$ cat config.mk
export PLATFORM = sky130hd
export DESIGN_NAME = mchk_collector
export DESIGN_NICKNAME = d
export VERILOG_FILES = /design/src/rtl/mchk_collector.sv
export SDC_FILE = /design/constraint.sdc
export NUM_CORES = 1
export LEC_CHECK = 0
export BUFFER_PORTS_ARGS = -buffer_cell sky130_fd_sc_hd__buf_4
export CAP_MARGIN = 15
export CORE_AREA = 2 2 155 157
export CTS_CLUSTER_DIAMETER = 200
export DETAILED_ROUTE_END_ITERATION = 10
export DIE_AREA = 0 0 157 159
export GPL_TIMING_DRIVEN = 0
export PLACE_DENSITY_LB_ADDON = 0.05
export SLEW_MARGIN = 25
export SYNTH_ARGS = -nofsm -noshare
export SYNTH_HDL_FRONTEND = slang
export SYNTH_SLANG_ARGS = --single-unit
$ cat constraint.sdc
create_clock -name clk -period 2.3 [get_ports clk]
set_clock_uncertainty 0.05 [all_clocks]
set_input_delay 0.575 -clock clk [delete_from_list [all_inputs] [get_ports clk]]
set_output_delay 0.575 -clock clk [all_outputs]
set_load 0.01 [all_outputs]
$ cat src/rtl/mchk_collector.sv
module mchk_collector #(
  parameter int NCPU = 4,
  parameter int AW   = 32,
  parameter int IW   = 32
) (
  input  logic              clk,
  input  logic              rst_n,
  input  logic              por_n,
  input  logic [NCPU-1:0]   mc_en,
  input  logic [NCPU-1:0]   err_internal,
  input  logic [NCPU-1:0]   err_bus_tmo,
  input  logic [NCPU-1:0]   err_addr_par,
  input  logic [NCPU-1:0]   err_data_par,
  input  logic [NCPU-1:0]   err_ecc_ue,
  input  logic [NCPU-1:0]   err_bad_addr,
  input  logic              ext_mc,
  input  logic [NCPU*AW-1:0] next_pc,
  input  logic [NCPU-1:0]   mc_clr,
  output logic [NCPU-1:0]   mc_irq,
  output logic [NCPU*7-1:0] mc_src,
  output logic [NCPU*AW-1:0] mc_pc,
  output logic [NCPU-1:0]   mc_ovf,
  input  logic              rec_err,
  input  logic              rec_mask,
  input  logic              rec_clr,
  output logic              rec_irq,
  input  logic              fatal_err,
  input  logic [IW-1:0]     fatal_info,
  output logic              checkstop,
  output logic              resid_vld,
  output logic [IW-1:0]     resid_info
);
  localparam int NSRC = 7;

  logic any_rst;
  assign any_rst = !por_n || !rst_n;

  for (genvar g = 0; g < NCPU; g++) begin : g_cpu
    logic [NSRC-1:0] raw, first;
    logic            hit;
    assign raw   = {ext_mc, err_bad_addr[g], err_ecc_ue[g], err_data_par[g],
                    err_addr_par[g], err_bus_tmo[g], err_internal[g]};
    assign first = raw & (~raw + NSRC'(1));
    assign hit   = mc_en[g] && (|raw);

    always_ff @(posedge clk) begin
      if (any_rst) begin
        mc_irq[g]               <= 1'b0;
        mc_ovf[g]               <= 1'b0;
        mc_src[g*NSRC +: NSRC]  <= '0;
        mc_pc[g*AW +: AW]       <= '0;
      end else if (mc_clr[g] || !mc_irq[g]) begin
        mc_irq[g] <= hit;
        mc_ovf[g] <= 1'b0;
        mc_src[g*NSRC +: NSRC] <= hit ? first : '0;
        if (hit) mc_pc[g*AW +: AW] <= next_pc[g*AW +: AW];
      end else if (hit) begin
        mc_ovf[g] <= 1'b1;
      end
    end
  end

  logic rec_pend;
  always_ff @(posedge clk) begin
    if (any_rst) rec_pend <= 1'b0;
    else         rec_pend <= rec_err || (rec_pend && !rec_clr);
  end
  assign rec_irq = rec_pend && !rec_mask;

  always_ff @(posedge clk) begin
    if (any_rst) checkstop <= 1'b0;
    else         checkstop <= checkstop || fatal_err;
  end

  always_ff @(posedge clk) begin
    if (!por_n) begin
      resid_vld  <= 1'b0;
      resid_info <= '0;
    end else if (fatal_err && !resid_vld) begin
      resid_vld  <= 1'b1;
      resid_info <= fatal_info;
    end
  end
endmodule

== After elaboration in Yosys (flattened, before gate mapping) ==
Index checks and enable logic that the tools add are counted.

* Word-level logic and storage cells: 71
* Register bits after elaboration: 199
* Output and inout bits: 199

* Reduce and logical (&&, ||, !) cells: 35
* Bitwise gates (word level): 8
* Add/subtract/negate cells: 4
* Multiplexer cells: 4

{| class="wikitable"
|+ Operators with widths
! cell !! number
|-
| 7-bit by 1-bit adder with 7-bit output, second input constant || 4
|-
| 7-bit AND || 4
|-
| 7-bit two-way mux || 4
|-
| 7-bit inverter || 4
|-
| 7-bit OR reduction || 4
|-
| 1-bit logical NOT || 9
|-
| 2-bit AND reduction || 4
|-
| 2-bit OR reduction || 4
|-
| 1-bit logical AND || 7
|-
| 1-bit logical OR || 7
|}

== Longest topological paths before layout ==
Gate-level depths: netlist of run 1.

* Depth in word-level cells: 4
* Depth in mapped cells: 5
* Gate-level depth less buffers: 3

== Least setup slack after synthesis of run 1 ==
No wires, ideal clock.

* Path type: input to register
* From: input err_bus_tmo[3]
* To: register mc_pc[100]
* Setup slack: 0.718 ns
* Arrival: 1.412 ns
* Cell stages on the path: 4
* Library setup time: 0.120 ns
* Cell sequence: nor4_4 > a211oi_4 > buf_6 > mux2i_1

* Word-level cells in the longest chain between the ends: 3

{| class="wikitable"
|+ Ends and longest elaborated chain
! element !! line !! text
|-
| from (decl) || 11 || <nowiki>input logic [NCPU-1:0] err_bus_tmo,</nowiki>
|-
| 7-bit OR reduction || 44 || <nowiki>assign hit = mc_en[g] && (|raw);</nowiki>
|-
| 1-bit logical AND || 44 ||
|-
| 2-bit AND reduction (no line) || - ||
|-
| to (signal, indexed assignment) || 56 || <nowiki>if (hit) mc_pc[g*AW +: AW] <= next_pc[g*AW +: AW];</nowiki>
|-
| to (decl) || 21 || <nowiki>output logic [NCPU*AW-1:0] mc_pc,</nowiki>
|}

Every way passes these cells.
A chain may end at the register's enable or synchronous reset.

== Worst setup path after layout of run 1 ==
* From: register mc_irq[1]
* To: register mc_pc[57]

* Word-level cells in the longest chain between the ends: 3

{| class="wikitable"
|+ Ends and longest elaborated chain
! element !! line !! text
|-
| from (decl) || 19 || <nowiki>output logic [NCPU-1:0] mc_irq,</nowiki>
|-
| from (signal, indexed assignment) || 53 || <nowiki>mc_irq[g] <= hit;</nowiki>
|-
| 1-bit logical NOT || 52 || <nowiki>end else if (mc_clr[g] || !mc_irq[g]) begin</nowiki>
|-
| 1-bit logical OR || 52 ||
|-
| 2-bit AND reduction (no line) || - ||
|}

Every way passes these cells.

==> qor.txt, run 1 <==
VDD IR max - 0.398 mV
Drt drc - 0
Die W - 157 um
Worst Path Max Fanout - 10
PwrDens - 647 mW/mm^2
RSZ-0062 raised after global routing - false
Final HPWL DP - 20.5 mm
Combinational power share - 13.6%
Cts hold-fix bufs - 0
Longest Clk Path Bufs - 2
Fillers - 2248
Ys flop type - dfxtp_1
ANT cells - 0
1st-iter DRT viols - 362
Setup TNS - 0 ps
Fin. Hold Viols - 0
Synth unique cells - 24
Synth-to-layout area growth - 50.1%
Syn_nets - 1068
Multi-input logic area - 0.00360 mm^2
Die area - 0.0250 mm^2
Post-synthesis sequential area ratio - 50.3%
Switching Share - 26.4%
Sequential cell area - 0.00398 mm^2
Die Height - 159 um
Syn Area/Cell - 9.13 um^2
Final slew viol count - 0
Hold_sp - rec_err
Core ar. - 0.0232 mm^2
CTS buffer count - 17
Final wirelength - 26.5 mm
Post-synth EDFFs - 0
Largest net degree at the start of global routing - 20
Worst slack at placement - 161 ps
Clk sink count - 199
Worst slew pin tran - 706 ps
Total grt overflow - 0
Post-CTS setup buffer count - 0
CTS tree - done
Clock share of power - 39.2%
Clock Latency Late Sink - 430 ps
CTS clock-pin slew for the worst setup and hold paths - 80 ps
DR vias/cell - 4.51
Status - finished clean
FFs w/ async S/R, synth - 0%
CP Class - reg2reg
Routability Congestion - 0.776
Initial Util - 34.2%
Top cells by area, synth - dfxtp_1 (50%), mux2i_1 (16%), nand2_1 (16%)
Switching power - 0.00203 W
Critical Path Sink - mc_pc[57]$_SDFFE_PP0P_
Max Fclk - 0.583 GHz
Antenna violations before repair - 0
Period minus WS final - 1720 ps
Routed vias - 7297
Site row count - 56
Share of cells above drive strength 1 - 35.6%
IO Port Bufs - 398
Final Cycle Share - 74.6%
Worst Path Arrival - 2030 ps
Pwr Total - 0.00769 W
First-pass GRT wire length - 39.9 mm
Syn Inst Count - 868
Final Instance Area - 0.0119 mm^2
ANT nets after route - 0
Synth top area share - 50.3%
Worst r2r dst - mc_pc[57]$_SDFFE_PP0P_
Reg2Reg Setup Slack - 580 ps
R2r startpoint - mc_irq[1]$_SDFFE_PP0P_
Setup crit start - mc_irq[1]$_SDFFE_PP0P_
Synthesis warning total - 0
Drt pass-1 iters - 4
Hold crit path type - in2reg
Most frequent cells after synthesis - nand2_1 (337), dfxtp_1 (199), mux2i_1 (128), a21boi_0 (36)
Vias in the first global route - 7203
Placed inst area - 0.0113 mm^2
H-tree Lvls - 4
Relative slew slack - 52.8%
Post-route setup slack - 584 ps
Synth Cell Area - 0.00792 mm^2
Leak Pwr - 5.40 nW
Most common cell in the netlist - nand2_1
Total GRT Usage - 20.7%
Register-to-Register Path Depth - 4
CP required - 2610 ps
Yosys top cell by area - dfxtp_1
Top Ports - 399
Synthesized flop and latch total - 199
Final setup violation count - 0
Routed wire per std cell - 16.4 um
Resized cells post-CTS - 0
Max_cap viols - 0
Crit path launch type - flop
Crit path capture type - flop
P_int - 0.00566 W
Layout Nets - 1485
CTS root buffer - clkbuf_16
Final Core Density - 51.3%
Part of the power in registers - 47.1%
[how the worst min path moves through the flow]
stage	cells after the start	to	slack (ps)
finish	3	rec_pend$_SDFF_PP0_	320
global route	2	resid_vld$_SDFFE_PN0P_	310
CTS	3	rec_pend$_SDFF_PP0_	300
detailed placement	2	mc_pc[31]$_SDFFE_PP0P_	400
global placement	2	mc_src[5]$_SDFFE_PP0P_	390
floorplan	2	rec_pend$_SDFF_PP0_	390
[cells in the final DEF (no fill, tap or decap), types with 5 or more instances in the layout]
master	n
nand4_1	16
buf_2	13
clkbuf_1	22
buf_1	8
buf_6	12
nor3_1	8
mux2i_1	128
a32o_1	8
nor2b_1	14
buf_4	398
nand2b_1	5
inv_1	9
dfxtp_1	199
nor2_1	7
nand2_1	337
a21boi_0	36
a21oi_1	21
clkbuf_16	17
inv_6	5
[cells by family after synthesis]
kind of cell / after synthesis / share of synthesized area [%]
simple gates: 400 / 21.5
flops: 199 / 50.3
mux: 128 / 16.2
compound gates: 78 / 7.68
buf+inv: 63 / 4.33
[layer usage]
| metal | share of wire (%) | GRT usage (%) |
|---|---|---|
| met4 | 2.4 | 6.21 |
| met5 | 0 | 0 |
| met2 | 49 | 35.9 |
| met1 | 40 | 23.2 |
| met3 | 9.3 | 8.38 |
[through the flow]
| step | instances | hold WS (ps) |
|---|---|---|
| finish | 1617 | 320 |
| global route | 1617 | 305 |
| CTS | 1617 | 297 |
| detailed placement | 1585 | 396 |
| global placement | 1585 | 391 |
| floorplan | 868 | 393 |
[final cells by class]
| cell class | instances | area share (%) |
|---|---|---|
| plain buffers | 54 | 2.60 |
| clock buffers | 18 | 3.61 |
| clock inverters | 14 | 1.30 |
| inverters | 9 | 0.284 |
| multi-input cells | 606 | 30.2 |
| flip-flops and latches | 199 | 33.5 |
| well taps | 319 | 3.36 |
| repair buffers | 398 | 25.1 |
[power by group through the flow]
stage / Sequential, W / Combinational [W] / Clock (W)
after floorplan: 0.00376 / 0.000402 / 0
after global placement: 0.00370 / 0.00107 / 0
after detailed placement: 0.00371 / 0.00107 / 0
after CTS: 0.00363 / 0.00107 / 0.00311
after global routing: 0.00364 / 0.00115 / 0.00325
final: 0.00363 / 0.00105 / 0.00302
[worst max-delay path, cell delays in order (launching register included)]
cell	delay [ps]
dfxtp_1	330
nor2b_1	210
a211oi_4	590
buf_6	270
mux2i_1	200
[sequential cells by signal (all words and copies together) (netlist names)]
| signal | cells |
|---|---|
| checkstop | 1 |
| mc_irq | 4 |
| mc_ovf | 4 |
| mc_pc | 128 |
| mc_src | 28 |
| rec_pend | 1 |
| resid_info | 32 |
| resid_vld | 1 |
(Power assumes the default switching activity.)
==> run 2: changes to the inputs <==
==> constraint.sdc (replaced) <==
create_clock -name clk -period 1.4 [get_ports clk]
set_clock_uncertainty 0.05 [all_clocks]
set_input_delay 0.35 -clock clk [delete_from_list [all_inputs] [get_ports clk]]
set_output_delay 0.35 -clock clk [all_outputs]
set_load 0.01 [all_outputs]
==> run 2 against run 1 <==
  * Register-to-register slack worse by 540 ps
  * Setup slack got worse by 570 ps
  * Core utilization grew 1.4 points
  * Sequential cell count unchanged
  * Power grew 66%
  * Combinational power grew 75%
  * Non-clock buffer count is 14 higher
  * First-iteration DRC count fell by 3.0%
  * Count of clock-buffer cells in the layout unchanged
  * Critical path type is now reg2out
  * Largest cell class unchanged
==> qor.txt, run 2 (synthesis gave the netlist of run 1 again) <==
Status - finished clean
Synth-to-layout area growth - 54.2%
CTS buffer count - 17 (unchanged)
RSZ-0062 raised after global routing - true
Relative slew slack - 64.4% (+12 points)
Routed wire per std cell - 16.3 um (-0.34%)
Post-Layout Cell Count - 1631 (+0.87%)
Drt drc - 0 (unchanged)
Crit path launch type - flop
Largest register by flop count - mc_pc
Fillers - 2215 (-1.5%)
Final setup violation count - 0 (unchanged)
Largest net degree at the start of global routing - 20 (unchanged)
Routability Congestion - 0.776 (unchanged)
Worst Path Arrival - 990 ps (-1040 ps)
CTS tree - done
Final wirelength - 26.6 mm (+0.52%)
ANT nets after route - 0 (unchanged)
Antenna violations before repair - 0 (unchanged)
Final HPWL DP - 20.5 mm (unchanged)
Multi-input logic area - 0.00364 mm^2 (+1.1%)
Total GRT Usage - 20.8% (+0.099 points)
Max_cap viols - 0 (unchanged)
Most common cell after layout, fill and taps aside - buf_4
CP Class - reg2out
Dpl cells - 1585 (unchanged)
Share of cells above drive strength 1 - 39.1% (+3.5 points)
Die Height - 159 um (unchanged)
Fin. Hold Viols - 0 (unchanged)
Sequential cell area - 0.00399 mm^2 (+0.19%)
Leak Pwr - 5.60 nW (+3.8%)
ANT cells - 0 (unchanged)
Period minus WS final - 1390 ps
Initial Util - 34.2% (unchanged)
Worst slew pin tran - 534 ps (-171 ps)
Drt pass-1 iters - 4 (unchanged)
Cts hold-fix bufs - 0 (unchanged)
Top flop regs - mc_pc x128, resid_info x32, mc_src x28
Largest register FFs - 128 (unchanged)
Worst Path Max Fanout - 2 (-8)
CTS root buffer - clkbuf_16
Routed vias - 7356 (+0.81%)
DR vias/cell - 4.51 (about the same)
Final Cycle Share - 99.1%
Core ar. - 0.0232 mm^2 (unchanged)
PwrDens - 1050 mW/mm^2 (+62%)
Hold crit path type - in2reg
Vias in the first global route - 7241 (+0.53%)
Total grt overflow - 0 (unchanged)
VDD IR max - 0.674 mV (+69%)
Die W - 157 um (unchanged)
Clk sink count - 199 (unchanged)
First-pass GRT wire length - 40.1 mm (+0.57%)
Final slew viol count - 0 (unchanged)
Max Fclk - 0.721 GHz
Die area - 0.0250 mm^2 (unchanged)
Most frequent cells in the layout - buf_4 (407), nand2_1 (337), dfxtp_1 (193)
1st-iter DRT viols - 351 (-3.0%)
Site row count - 56 (unchanged)
CP required - 1000 ps (-1610 ps)
H-tree Lvls - 4 (unchanged)
Layout Nets - 1499 (+0.94%)
CTS clock-pin slew for the worst setup and hold paths - 70 ps (about the same)
Final Core Density - 52.7% (+1.4 points)
Crit path capture type - primary output
Clock Latency Late Sink - 430 ps (about the same)
IO Port Bufs - 398 (unchanged)
Longest Clk Path Bufs - 2 (unchanged)
Top Ports - 399 (unchanged)
## run 2: per-layer routing
layer	routed length [um]	track usage (%)	share of wire [%]
met1	10500	23.3	39
met2	12900	36.2	49
met3	2560	8.30	9.6
met4	590	5.88	2.2
met5	0	0	0
## run 2: what timing repair did
action                                  CTS  global route
buffers inserted                         11             3
pin swaps                                 4             3
endpoints found under the setup margin  172           155
gates resized for setup                  24            54
## run 2: per-stage QoR
stage	total power, W	area [um^2]	setup slack (ps)	TNS [ps]	hold slack (ps)
CTS	0.0129	12100	-18.1	-18.1	72.2
finish	0.0128	12200	12.6	0	92.3
global route	0.0133	12200	-33.8	-34.0	89.4
floorplan	0.00683	7920	20.7	0	393
detailed placement	0.00784	11300	-514	-72900	396
global placement	0.00784	11300	-481	-71250	391
## run 2: worst paths after layout
kind	startpoint	end	slack, ps	depth (start not counted)
max	rec_pend$_SDFF_PP0_	rec_irq	10	2
min	rec_err	rec_pend$_SDFF_PP0_	90	3
max reg2reg	mc_irq[2]$_SDFFE_PP0P_	mc_src[14]$_SDFFE_PP0P_	40	5
min reg2reg	mc_src[26]$_SDFFE_PP0P_	mc_src[26]$_SDFFE_PP0P_	400	2
## run 2: layout make-up
class,instances,area share (%)
flip-flops and latches,199,32.7
multi-input cells,606,29.8
repair buffers,412,25.8
clock buffers,18,3.51
plain buffers,54,3.47
well taps,319,3.27
clock inverters,14,1.27
inverters,9,0.277
## run 2: power breakdown
part / leakage, nW / internal (W) / switching (W)
Combinational: 3.69 / 0.000998 / 0.000844
Sequential: 1.62 / 0.00585 / 0.000104
Clock: 0.289 / 0.00255 / 0.00243
Total: 5.60 / 0.00940 / 0.00337
## run 2: worst max-delay path, cell delays in order, from the launching register on
cell and delay (ps):
dfxtp_2 330, nor2b_4 130, buf_6 100
